<file path="config.mk">
export PLATFORM = sky130hd
export DESIGN_NAME = tw_route_clamp
export DESIGN_NICKNAME = d
export VERILOG_FILES = /design/src/rtl/tw_pkg.sv /design/src/rtl/tw_loop_hold.sv /design/src/rtl/tw_window_clamp.sv /design/src/rtl/tw_sticky_flag.sv /design/src/rtl/tw_route_clamp.sv
export SDC_FILE = /design/constraint.sdc
export NUM_CORES = 1
export LEC_CHECK = 0
export ABC_CLOCK_PERIOD_IN_PS = 5000
export BUFFER_PORTS_ARGS = -buffer_cell sky130_fd_sc_hd__buf_2
export CAP_MARGIN = 20
export CORE_UTILIZATION = 40
export DETAILED_ROUTE_END_ITERATION = 10
export PLACE_DENSITY_LB_ADDON = 0.3
export SLEW_MARGIN = 20
export SYNTH_ARGS = -nofsm -noshare
export SYNTH_HDL_FRONTEND = slang
export SYNTH_SLANG_ARGS = --single-unit
</file>
<file path="constraint.sdc">
create_clock -name clk -period 5 [get_ports clk]
set_input_delay 0 -clock clk [delete_from_list [all_inputs] [get_ports clk]]
set_output_delay 0 -clock clk [all_outputs]
set_load 0.05 [all_outputs]
</file>
<file path="src/rtl/tw_pkg.sv">
package tw_pkg;

    typedef enum logic [1:0] {
        RT_FREE = 2'b00,
        RT_LOOP = 2'b01,
        RT_HIST = 2'b10,
        RT_HOLD = 2'b11
    } route_t;

    typedef struct packed {
        logic lo_hit;
        logic hi_hit;
        logic inverted;
    } clamp_stat_t;

    localparam int NFLAG  = 2;
    localparam int FLG_LO = 0;
    localparam int FLG_HI = 1;

endpackage

</file>
<file path="src/rtl/tw_loop_hold.sv">
module tw_loop_hold #(
    parameter int TW_W = 48
) (
    input  logic            clk,
    input  logic            rst_n,
    input  logic            strobe,
    input  logic [TW_W-1:0] word_in,
    output logic [TW_W-1:0] word_eff
);

    logic [TW_W-1:0] held_q;

    always_ff @(posedge clk or negedge rst_n) begin
        if (!rst_n) begin
            held_q <= '0;
        end else if (strobe) begin
            held_q <= word_in;
        end
    end

    assign word_eff = strobe ? word_in : held_q;

    // without a strobe the stored loop word cannot move
    assert_loop_keep_R3: assert property (@(posedge clk) disable iff (!rst_n)
        !strobe |=> (held_q == $past(held_q)));

endmodule

</file>
<file path="src/rtl/tw_window_clamp.sv">
module tw_window_clamp
    import tw_pkg::*;
#(
    parameter int TW_W = 48
) (
    input  logic [TW_W-1:0] cand,
    input  logic [TW_W-1:0] lo,
    input  logic [TW_W-1:0] hi,
    output logic [TW_W-1:0] word_o,
    output clamp_stat_t     stat_o
);

    logic below;
    logic above;
    logic inv;

    always_comb begin
        below = (cand < lo);
        above = (cand > hi);
        inv   = (lo > hi);

        stat_o          = '0;
        stat_o.inverted = inv;
        word_o          = cand;

        if (below) begin
            word_o        = lo;
            stat_o.lo_hit = 1'b1;
        end else if (above) begin
            word_o        = inv ? lo : hi;
            stat_o.hi_hit = 1'b1;
        end
    end

endmodule

</file>
<file path="src/rtl/tw_sticky_flag.sv">
module tw_sticky_flag (
    input  logic clk,
    input  logic rst_n,
    input  logic set_i,
    input  logic clr_i,
    output logic flag_o
);

    always_ff @(posedge clk or negedge rst_n) begin
        if (!rst_n) begin
            flag_o <= 1'b0;
        end else begin
            flag_o <= (flag_o & ~clr_i) | set_i;
        end
    end

    // R6 (also R7 through the second instance): a set flag survives without a clear
    assert_flag_keep_R6: assert property (@(posedge clk) disable iff (!rst_n)
        (flag_o && !clr_i) |=> flag_o);

    // a set request always lands, even against a clear
    assert_flag_set_R6: assert property (@(posedge clk) disable iff (!rst_n)
        set_i |=> flag_o);

endmodule

</file>
<file path="src/rtl/tw_route_clamp.sv">
module tw_route_clamp
    import tw_pkg::*;
#(
    parameter int TW_W = 48
) (
    input  logic            clk,
    input  logic            rst_n,
    input  logic [1:0]      route_sel,
    input  logic [TW_W-1:0] free_word,
    input  logic [TW_W-1:0] loop_word,
    input  logic            loop_strobe,
    input  logic [TW_W-1:0] hist_word,
    input  logic [TW_W-1:0] lim_lo,
    input  logic [TW_W-1:0] lim_hi,
    input  logic            clr_lo,
    input  logic            clr_hi,
    output logic [TW_W-1:0] tw_out,
    output logic            tw_valid,
    output logic            clamp_lo_flag,
    output logic            clamp_hi_flag,
    output logic            cfg_err
);

    route_t          state_q;
    route_t          route_in;
    logic [TW_W-1:0] loop_eff;
    logic [TW_W-1:0] cand;
    logic [TW_W-1:0] clamped;
    clamp_stat_t     stat;
    logic [TW_W-1:0] tw_q;
    logic            valid_q;
    logic            cfg_q;
    logic            route_change;
    logic [NFLAG-1:0] flag_set;
    logic [NFLAG-1:0] flag_clr;
    logic [NFLAG-1:0] flag_q;

    assign route_in = route_t'(route_sel);

    tw_loop_hold #(.TW_W(TW_W)) u_loop (
        .clk      (clk),
        .rst_n    (rst_n),
        .strobe   (loop_strobe),
        .word_in  (loop_word),
        .word_eff (loop_eff)
    );

    // State register: the route taken at the last edge
    always_ff @(posedge clk or negedge rst_n) begin
        if (!rst_n) begin
            state_q <= RT_HOLD;
        end else begin
            state_q <= route_in;
        end
    end

    // Output process: candidate selection and transition detection
    always_comb begin
        route_change = (route_in != state_q);
        unique case (route_in)
            RT_FREE: cand = free_word;
            RT_LOOP: cand = loop_eff;
            RT_HIST: cand = hist_word;
            RT_HOLD: cand = tw_q;
        endcase
    end

    tw_window_clamp #(.TW_W(TW_W)) u_clamp (
        .cand   (cand),
        .lo     (lim_lo),
        .hi     (lim_hi),
        .word_o (clamped),
        .stat_o (stat)
    );

    always_ff @(posedge clk or negedge rst_n) begin
        if (!rst_n) begin
            tw_q    <= '0;
            valid_q <= 1'b0;
            cfg_q   <= 1'b0;
        end else begin
            tw_q    <= clamped;
            valid_q <= route_change || (clamped != tw_q);
            cfg_q   <= stat.inverted;
        end
    end

    assign flag_set[FLG_LO] = stat.lo_hit;
    assign flag_set[FLG_HI] = stat.hi_hit;
    assign flag_clr[FLG_LO] = clr_lo;
    assign flag_clr[FLG_HI] = clr_hi;

    for (genvar gi = 0; gi < NFLAG; gi++) begin : g_flag
        tw_sticky_flag u_flag (
            .clk    (clk),
            .rst_n  (rst_n),
            .set_i  (flag_set[gi]),
            .clr_i  (flag_clr[gi]),
            .flag_o (flag_q[gi])
        );
    end

    assign tw_out        = tw_q;
    assign tw_valid      = valid_q;
    assign cfg_err       = cfg_q;
    assign clamp_lo_flag = flag_q[FLG_LO];
    assign clamp_hi_flag = flag_q[FLG_HI];

    // ---------------- assertions ----------------
    logic past_ok;
    always_ff @(posedge clk or negedge rst_n) begin
        if (!rst_n) past_ok <= 1'b0;
        else        past_ok <= 1'b1;
    end

    assert_in_window_R4: assert property (@(posedge clk) disable iff (!rst_n)
        (lim_lo <= lim_hi) |=> (tw_out >= $past(lim_lo) && tw_out <= $past(lim_hi)));

    assert_inverted_lo_R5: assert property (@(posedge clk) disable iff (!rst_n)
        (lim_lo > lim_hi) |=> (tw_out == $past(lim_lo) && cfg_err));

    assert_hold_R2: assert property (@(posedge clk) disable iff (!rst_n)
        (route_sel == 2'b11 && tw_out >= lim_lo && tw_out <= lim_hi) |=> $stable(tw_out));

    assert_valid_on_change_R8: assert property (@(posedge clk) disable iff (!rst_n)
        (past_ok && tw_out != $past(tw_out)) |-> tw_valid);

    assert_route_valid_R1: assert property (@(posedge clk) disable iff (!rst_n)
        (route_sel != 2'b11 && route_in != state_q) |=> tw_valid);

endmodule

</file>
Word-level counts from Yosys, hierarchy flattened
Cells that the tools add are included. Widths: inputs -> output; s select.

$lt $le $gt $ge: 3. Equal/unequal tests: 5. Mux-type cells: 8. Bitwise logic cells: 6. Reductions and logical operators: 2.

Operators with widths (number): $mux 48 (4); $pmux 48 s4 (1); $gt 48x48->1 (2); $lt 48x48->1 (1); $ne 48x48->1 (1); $eq 2x2->1 const B (2); $mux 1 (3); $and 1x1->1 (2); $eq 2x1->1 const B (1); $logic_not 2->1 (1); $ne 2x2->1 (1); $not 1->1 (2); $or 1x1->1 (2); $logic_or 1x1->1 (1).

Bits in registers: 102. Bits of input ports: 247. Word-level logic and storage cells: 31.

Longest topological paths before layout
Gate-level depths: netlist of the first run.

Depth after elaboration: 7. Mapped depth: 20. Gate-level depth less buffers: 16.

Modules after synthesis
From an unflattened synthesis of the first run, not the netlist that was laid out.

Cell total of the unflattened synthesis: 922. Area, all modules: 9556.7 um^2.

By module, submodules not included: tw_window_clamp (instances 1, cells each 637, area an instance 4561.9 um^2, sequential area each 0.0 um^2); tw_route_clamp (instances 1, cells each 178, area an instance 3061.7 um^2, sequential area each 1303.8 um^2); tw_loop_hold (instances 1, cells each 101, area an instance 1860.5 um^2, sequential area each 1201.2 um^2); tw_sticky_flag (instances 2, cells each 3, area an instance 36.3 um^2, sequential area each 25.0 um^2).

Least setup slack after synthesis of the first run
OpenSTA, ideal clock, no wires.

Kind: input to register. Start point: input loop_strobe. End point: register valid_q, in the netlist tw_valid. Library setup time: 0.139 ns. Arrival: 5.308 ns. Path slack: -0.447 ns. Stages on the path: 18. Buffers on the path: 4. Path through: buf_1 -> clkbuf_1 -> buf_1 -> mux2_2 -> mux4_2 -> ha_1 -> a21o_1 -> a21o_1 -> a221o_1 -> or4_4 -> o21a_1 -> buf_6 -> mux2i_1 -> a32o_1 -> or4_1 -> nor4_1 -> nand4_1 -> or4_1.

Longest elaborated chain between the ends: 7. Elaborated cells on any way between the ends: 8. Those cells by class: 2 x order compare; 1 x eq/ne; 4 x mux; 1 x reduce/logical.

RTL lines: start, declared (line tw_route_clamp.sv:11) `input logic loop_strobe,`; $mux 48 *; named net loop_eff[44] (line tw_route_clamp.sv:26) `logic [TW_W-1:0] loop_eff;`; $pmux 48 s4 * (line tw_route_clamp.sv:60) `unique case (route_in)`; $gt 48x48->1 (line tw_window_clamp.sv:19) `above = (cand > hi);`; $mux 48 (line tw_window_clamp.sv:29) `end else if (above) begin`; $mux 48 * (line tw_window_clamp.sv:26) `if (below) begin`; $ne 48x48->1 * (line tw_route_clamp.sv:83) `valid_q <= route_change || (clamped != tw_q);`; $logic_or 1x1->1 * (line tw_route_clamp.sv:83); end signal, assigned (line tw_route_clamp.sv:83); end, declared (line tw_route_clamp.sv:31) `logic valid_q;`.

The timed path passes the listed nets; every way through them passes the cells marked *.

Worst setup path after layout of the first run
Start point: register u_loop.held_q[22]. End point: register valid_q, in the netlist tw_valid.

Longest elaborated chain between the ends: 7. Elaborated cells on any way between the ends: 8. Those cells by class: 2 x order compare; 1 x eq/ne; 4 x mux; 1 x reduce/logical.

RTL lines: start, declared (line tw_loop_hold.sv:11) `logic [TW_W-1:0] held_q;`; start signal, assigned (line tw_loop_hold.sv:17) `held_q <= word_in;`; $mux 48 *; named net loop_eff[22] (line tw_route_clamp.sv:26); $pmux 48 s4 * (line tw_route_clamp.sv:60); $gt 48x48->1 (line tw_window_clamp.sv:19); $mux 48 (line tw_window_clamp.sv:29); $mux 48 * (line tw_window_clamp.sv:26); $ne 48x48->1 * (line tw_route_clamp.sv:83); $logic_or 1x1->1 * (line tw_route_clamp.sv:83).

Marks and branches as above.

==> qor.csv, run 1 <==
metric;value;unit
fin_crit_sh;1.01;
finalSetupViolations;1;
worst_setup_start_kind;register;
drt_first_pass_iters;7;
final-instance-count-excl-fill;1993;
met1_usage_in_global_routing;0.616;
ys_seq_area_frac;0.250;
gr_util_met3;0.0656;
drive_gt1_frac;0.440;
grt_most_used_layer;met2;
critical_path_required;5.24;ns
synth_adder_area_share;0.175;
final_worst_setup_slack;-0.0697;ns
synth_compound_gate_area_share;0.188;
postSynth.topFlopCell;sky130_fd_sc_hd__dfrtp_1;
vdd_drop_max;0.000248;V
path_class;reg2reg;
synthesis.area_per_instance;9.51;sq um
tightest_slew;0.798;ns
io_buffers;298;
yosys.area_share.xor_xnor;0.00770;
clk_root_buffer_cell;sky130_fd_sc_hd__clkbuf_16;
antenna_found_initial;2;
synth_top_family_by_area;compound AO/OA/AOI/OAI gates;
number_of_global_route_vias_before_repair;12000;
globalRoute.totalOverflow;0;
placement_rows;58;
synth_async_sr_flop_share;1.00;
yosys_register_bits;102;
core_area;25100;sq um
clock_sinks;102;
numCtsBuffers;9;
skew;0.0154;ns
fin_area;15200;sq um
hpwl;46400;um
htree_levels;3;
grt_pass1_wl;80000;um
number_of_enable_flip_flop_cells_after_synthesis;0;
synth_fp_nets;1466;
postRouteWirelength;56100;um
run_status;finished with violations;
grt_max_degree;55;
floorplan.die_area;26200;sq um
drt.antenna.violating_nets;0;
layout_min_cycle_time;5.07;ns
detail_route.iter0.violations;1470;
cts_tree;done;
power.density;377;nW/um^2
maxSlewHeadroom;0.468;
synthCells;1076;
dpl.cell_count;1910;
grt_usage;0.428;
worstPathMaxFanout;5;
flow.area_growth_from_synthesis;48.5;%
die_height;162;um
timing_hold_violations_final;0;
failed_checks;setup timing;
ys_types;81;
power_leakage;7.50;nW
grt.met2_usage;0.660;
final_util;0.605;
ctsLongestPathBuffers;2;
hold_class;in2reg;
post_synth_and_or_nand_nor_area_fraction;0.122;
vias;12200;
count_of_synthesis_stage_warnings_from_yosys;0;
io_pins;299;
clock_latency;0.37;ns
route.detailed.drc;0;
post_drt_wl_per_cell;28.2;um
postPlaceCellArea;14000;sq um
max_clock_freq;197;MHz
drv_cap;0;
critical_path.endpoint_type;register;
post_synth_instance_area;10200;sq um
grt_setup_unrepaired;true;
gp_congestion;1.01;
arrival;5.31;ns
detail_route.vias_per_cell;6.11;
clk_pin_slew;0.08;ns
effective_utilization_at_floorplan;0.408;
final-max-slew-violation-count;0;
nNetsFinal;2048;
die_width;162;um
muxShareOfSynthArea;0.180;
-- synthesized netlist by cell type (all sizes together), types with 5 or more instances --
cell / count / area (sq um)
nor4: 34 / 213
clkbuf: 21 / 119
a22o: 5 / 43.8
o21ai: 35 / 186
nand2b: 12 / 75.1
inv: 135 / 507
nand4: 33 / 206
buf: 23 / 168
a221oi: 13 / 120
mux2: 50 / 567
nand2: 56 / 210
o2bb2ai: 9 / 78.8
nor2: 41 / 154
a211o: 5 / 43.8
a211oi: 13 / 103
mux4: 47 / 1060
o22ai: 43 / 275
nor3: 19 / 95.1
a21oi: 80 / 400
or4: 6 / 48.8
mux2i: 21 / 214
o221ai: 9 / 78.8
o21a: 6 / 45.0
o211ai: 7 / 52.6
a22oi: 7 / 66.3
dfrtp: 100 / 2500
a21o: 10 / 75.1
ha: 143 / 1790
xor2: 8 / 70.1
nand3: 24 / 120
-- per-layer routing --
metal	wire length, um	vias up
li1	-	5292
met1	24700	5961
met2	24200	797
met3	5170	129
met4	2050	4
met5	24	-
-- critical path: stages, from the launching register on --
cell and delay (ns):
sky130_fd_sc_hd__dfrtp_1 0.38, sky130_fd_sc_hd__mux2_2 0.28, sky130_fd_sc_hd__mux4_2 0.61, sky130_fd_sc_hd__ha_2 0.24, sky130_fd_sc_hd__a211oi_2 0.22, sky130_fd_sc_hd__o21ai_1 0.09, sky130_fd_sc_hd__o221a_2 0.29, sky130_fd_sc_hd__or4_4 0.55
sky130_fd_sc_hd__buf_6 0.14, sky130_fd_sc_hd__o21ai_4 0.26, sky130_fd_sc_hd__a211oi_4 0.11, sky130_fd_sc_hd__buf_6 0.16, sky130_fd_sc_hd__buf_4 0.14, sky130_fd_sc_hd__o2bb2ai_1 0.16, sky130_fd_sc_hd__nand2_1 0.15, sky130_fd_sc_hd__o31ai_1 0.14
sky130_fd_sc_hd__or4_1 0.51, sky130_fd_sc_hd__or4_1 0.52
-- path summary, 6_finish.rpt --
path                            cells past startpoint  slack (ns)                        start                          end
worst max register to register                     17       -0.07  u_loop.held_q[22]$_DFF_PN0_           tw_valid$_DFF_PN0_
worst min-delay path                                3        0.02                    lim_lo[8]          tw_out[8]$_DFF_PN0_
worst min register to register                      1        0.50  u_loop.held_q[45]$_DFF_PN0_  u_loop.held_q[45]$_DFF_PN0_
max in group asynchronous                           3        3.48                        rst_n          tw_out[3]$_DFF_PN0_
min in group asynchronous                           2        0.23                        rst_n         tw_out[22]$_DFF_PN0_
worst max-delay path                               17       -0.07  u_loop.held_q[22]$_DFF_PN0_           tw_valid$_DFF_PN0_
-- cell families (layout without fill, tap and decap cells) --
logic type	after synthesis	in the layout
buffers and inverters	179	765
flip-flops	102	102
other	0	1
multiplexers	118	118
XOR/XNOR	9	9
adder cells (fa/ha/maj)	143	143
AO/OA/AOI/OAI	281	281
AND/OR/NAND/NOR	244	244
-- registers in the layout (all words and copies together), names as in the netlist --
signal	count
g_flag.u_flag.flag_o	2
u_loop.held_q	48
tw_out	48
tw_valid	1
cfg_err	1
state_q	2
-- where the power goes --
group / switching, mW / leakage, nW / internal (mW)
clock network: 0.387 / 0.135 / 0.346
registers: 0.100 / 1.19 / 0.994
logic: 2.35 / 6.18 / 1.55
total: 2.83 / 7.50 / 2.89
-- stage by stage --
step | hold WS (ns) | setup TNS (ns) | setup WS, ns | power, mW
5_1_grt | 0.0227 | -0.169 | -0.169 | 5.91
3_5_place_dp | 0.0885 | -0.468 | -0.468 | 4.67
3_3_place_gp | 0.0824 | -0.338 | -0.338 | 4.67
2_1_floorplan | -0.296 | 0 | 0.0106 | 2.93
4_1_cts | 0.00557 | -0.0248 | -0.0248 | 5.58
6_report | 0.0157 | -0.0697 | -0.0697 | 5.73
-- layout make-up --
| cell class | count | area, sq um |
|---|---|---|
| timing repair buffer | 615 | 4230 |
| clock inverter | 6 | 58.8 |
| multi-input combinational | 795 | 7200 |
| sequential | 102 | 2550 |
| tap | 330 | 413 |
| clock buffer | 9 | 225 |
| fill | 2215 | 9910 |
| antenna | 1 | 2.50 |
| inverter | 135 | 507 |
-- layout by cell type, fill, tap and decap left out, types with 11 or more instances in the layout --
master	n
sky130_fd_sc_hd__nand4_1	33
sky130_fd_sc_hd__inv_1	134
sky130_fd_sc_hd__nand2_1	56
sky130_fd_sc_hd__mux2i_1	18
sky130_fd_sc_hd__ha_1	137
sky130_fd_sc_hd__buf_4	238
sky130_fd_sc_hd__o21ai_0	29
sky130_fd_sc_hd__dlygate4sd3_1	56
sky130_fd_sc_hd__nor3_1	16
sky130_fd_sc_hd__dfrtp_1	100
sky130_fd_sc_hd__nor2_1	40
sky130_fd_sc_hd__nand3_1	24
sky130_fd_sc_hd__a21oi_1	76
sky130_fd_sc_hd__mux2_2	48
sky130_fd_sc_hd__buf_2	296
sky130_fd_sc_hd__buf_6	11
sky130_fd_sc_hd__buf_12	14
sky130_fd_sc_hd__nor4_1	28
sky130_fd_sc_hd__mux4_2	47
sky130_fd_sc_hd__a221oi_1	11
sky130_fd_sc_hd__o22ai_1	39
sky130_fd_sc_hd__nand2b_1	12
-- repair_timing --
item | CTS | global route
endpoints found under the hold margin | 103 | 0
endpoints found under the setup margin | 1 | 1
gates resized for setup | 47 | 16
cloned | 1 | 0
pin swaps | 21 | 9
hold buffers | 56 | 0
setup buffers | 10 | 1
Note: power is estimated with default switching activity, not from simulation.
==> run 2, diff against run 1 <==
--- a/config.mk
+++ b/config.mk
@@ -6,7 +6,7 @@
 export NUM_CORES = 1
 export LEC_CHECK = 0
 export ABC_CLOCK_PERIOD_IN_PS = 5000
-export BUFFER_PORTS_ARGS = -buffer_cell sky130_fd_sc_hd__buf_2
+export BUFFER_PORTS_ARGS = -buffer_cell sky130_fd_sc_hd__buf_4
 export CAP_MARGIN = 20
 export CORE_UTILIZATION = 40
 export DETAILED_ROUTE_END_ITERATION = 10
==> qor.csv, run 2 (same netlist as run 1, synthesis figures left out) <==
metric;value;unit
path_class;reg2reg;
hpwl;45500;um
detail_route.vias_per_cell;6.20;
seq_area;2550;sq um
worstPathMaxFanout;12;
drv_cap;0;
nNetsFinal;2040;
timing_hold_violations_final;0;
core_area;25100;sq um
grt_max_degree;58;
final.hold.worst_slack;0.00292;ns
biggestRegsByFlops;tw_out x48, u_loop.held_q x48;
worst_min_delay_path_startpoint;route_sel[0];
final_worst_setup_slack;-0.0225;ns
post_drt_wl_per_cell;27.7;um
worst_setup_start_kind;register;
filler_cells_inserted;2095;
flow.area_growth_from_synthesis;57.6;%
max_clock_freq;199;MHz
clock_sinks;102;
postRouteWirelength;55000;um
run_status;finished with violations;
skew;0.0200;ns
globalRoute.totalOverflow;0;
multi_input_logic_area;7420;sq um
grt_pass1_wl;78100;um
vias;12300;
r2r-start;u_loop.held_q[23]$_DFF_PN0_;
critical_path.endpoint_type;register;
numCtsBuffers;9;
die_height;162;um
number_of_global_route_vias_before_repair;12200;
final_util;0.643;
grt_setup_unrepaired;true;
grt_usage;0.415;
gp_congestion;1.04;
power_leakage;7.73;nW
drt.antenna.violating_nets;0;
final_cell_mix;517 x sky130_fd_sc_hd__buf_4, 134 x sky130_fd_sc_hd__inv_1, 130 x sky130_fd_sc_hd__ha_1;
critical_path_required;5.26;ns
placement_rows;58;
dpl.cell_count;1887;
cts_tree;done;
arrival;5.28;ns
clock_latency;0.38;ns
clk_pin_slew;0.09;ns
power.density;368;nW/um^2
drt_first_pass_iters;8;
detail_route.iter0.violations;1282;
final-max-slew-violation-count;0;
ctsLongestPathBuffers;2;
floorplan.die_area;26200;sq um
fin_crit_sh;1.00;
layout.cells.most_common;sky130_fd_sc_hd__buf_4;
fin_setup_tns;-0.0225;ns
clk_root_buffer_cell;sky130_fd_sc_hd__clkbuf_16;
maxSlewHeadroom;0.466;
io_buffers;298;
tightest_slew;0.800;ns
io_pins;299;
hold_class;in2reg;
dpl_worst_slack;-0.329;ns
finalSetupViolations;1;
htree_levels;3;
route.detailed.drc;0;
layout_min_cycle_time;5.02;ns
vdd_drop_max;0.000213;V
final-instance-count-excl-fill;1985;
critPathLaunch;u_loop.held_q[23]$_DFF_PN0_;
diodes;0;
drive_gt1_frac;0.448;
failed_checks;setup timing;
die_width;162;um
antenna_found_initial;1;
effective_utilization_at_floorplan;0.408;
[run 2: routing by layer]
layer	part of all wire	up-vias	track usage
met5	0.00020	-	0
met4	0.047	2	0.166
met3	0.11	162	0.0912
met2	0.43	890	0.634
met1	0.42	5968	0.568
li1	-	5283	-
[run 2: what timing repair did]
| item | 4_1_cts | 5_1_grt |
|---|---|---|
| pin swaps | 19 | 40 |
| gates resized for setup | 23 | 65 |
| endpoints found under the hold margin | 109 | 0 |
| hold buffers | 65 | 0 |
| setup buffers | 9 | 8 |
| gates cloned | 0 | 1 |
| endpoints found under the setup margin | 1 | 1 |
[run 2: layout make-up]
type / instances / share of cell area
Clock buffer: 9 / 0.0140
Timing Repair Buffer: 607 / 0.307
Sequential cell: 102 / 0.158
Inverter: 135 / 0.0314
Multi-Input combinational cell: 795 / 0.460
Tap cell: 330 / 0.0256
Clock inverter: 7 / 0.00411
[run 2: path summary, 6_finish.rpt]
check | endpoint | slack (ns) | cells past startpoint
setup / recovery | tw_valid$_DFF_PN0_ | -0.02 | 17
hold / removal | state_q[0]$_DFF_PN1_ | 0.003 | 2
setup reg to reg | tw_valid$_DFF_PN0_ | -0.02 | 17
hold reg to reg | u_loop.held_q[36]$_DFF_PN0_ | 0.50 | 1
max in group asynchronous | tw_out[9]$_DFF_PN0_ | 3.57 | 3
min in group asynchronous | u_loop.held_q[22]$_DFF_PN0_ | 0.17 | 2
[run 2: where the power goes]
| group | switching [mW] | total [mW] | internal, mW |
|---|---|---|---|
| combinational | 2.37 | 4.09 | 1.72 |
| clock | 0.389 | 0.739 | 0.351 |
| sequential | 0.111 | 1.10 | 0.994 |
| total | 2.87 | 5.93 | 3.06 |
[run 2: worst max-delay path, cell delays in order, from the launching register on]
cell                        delay, ns
sky130_fd_sc_hd__dfrtp_1         0.37
sky130_fd_sc_hd__mux2_2          0.27
sky130_fd_sc_hd__mux4_2          0.60
sky130_fd_sc_hd__ha_4            0.29
sky130_fd_sc_hd__a211oi_2        0.27
sky130_fd_sc_hd__o21ai_1         0.15
sky130_fd_sc_hd__a211oi_2        0.31
sky130_fd_sc_hd__o311ai_4        0.15
sky130_fd_sc_hd__a221o_1         0.38
sky130_fd_sc_hd__buf_4           0.16
sky130_fd_sc_hd__nor2_4          0.25
sky130_fd_sc_hd__buf_12          0.19
sky130_fd_sc_hd__buf_4           0.14
sky130_fd_sc_hd__nor3_1          0.12
sky130_fd_sc_hd__a2111oi_1       0.47
sky130_fd_sc_hd__and4_1          0.26
sky130_fd_sc_hd__nand4_1         0.10
sky130_fd_sc_hd__or4_1           0.40
[run 2: through the flow]
stage	area [sq um]	power [mW]
after floorplan	10200	2.93
after global placement	14500	4.73
after detailed placement	14500	4.74
after CTS	15600	5.62
after global routing	16100	6.12
final	16100	5.93
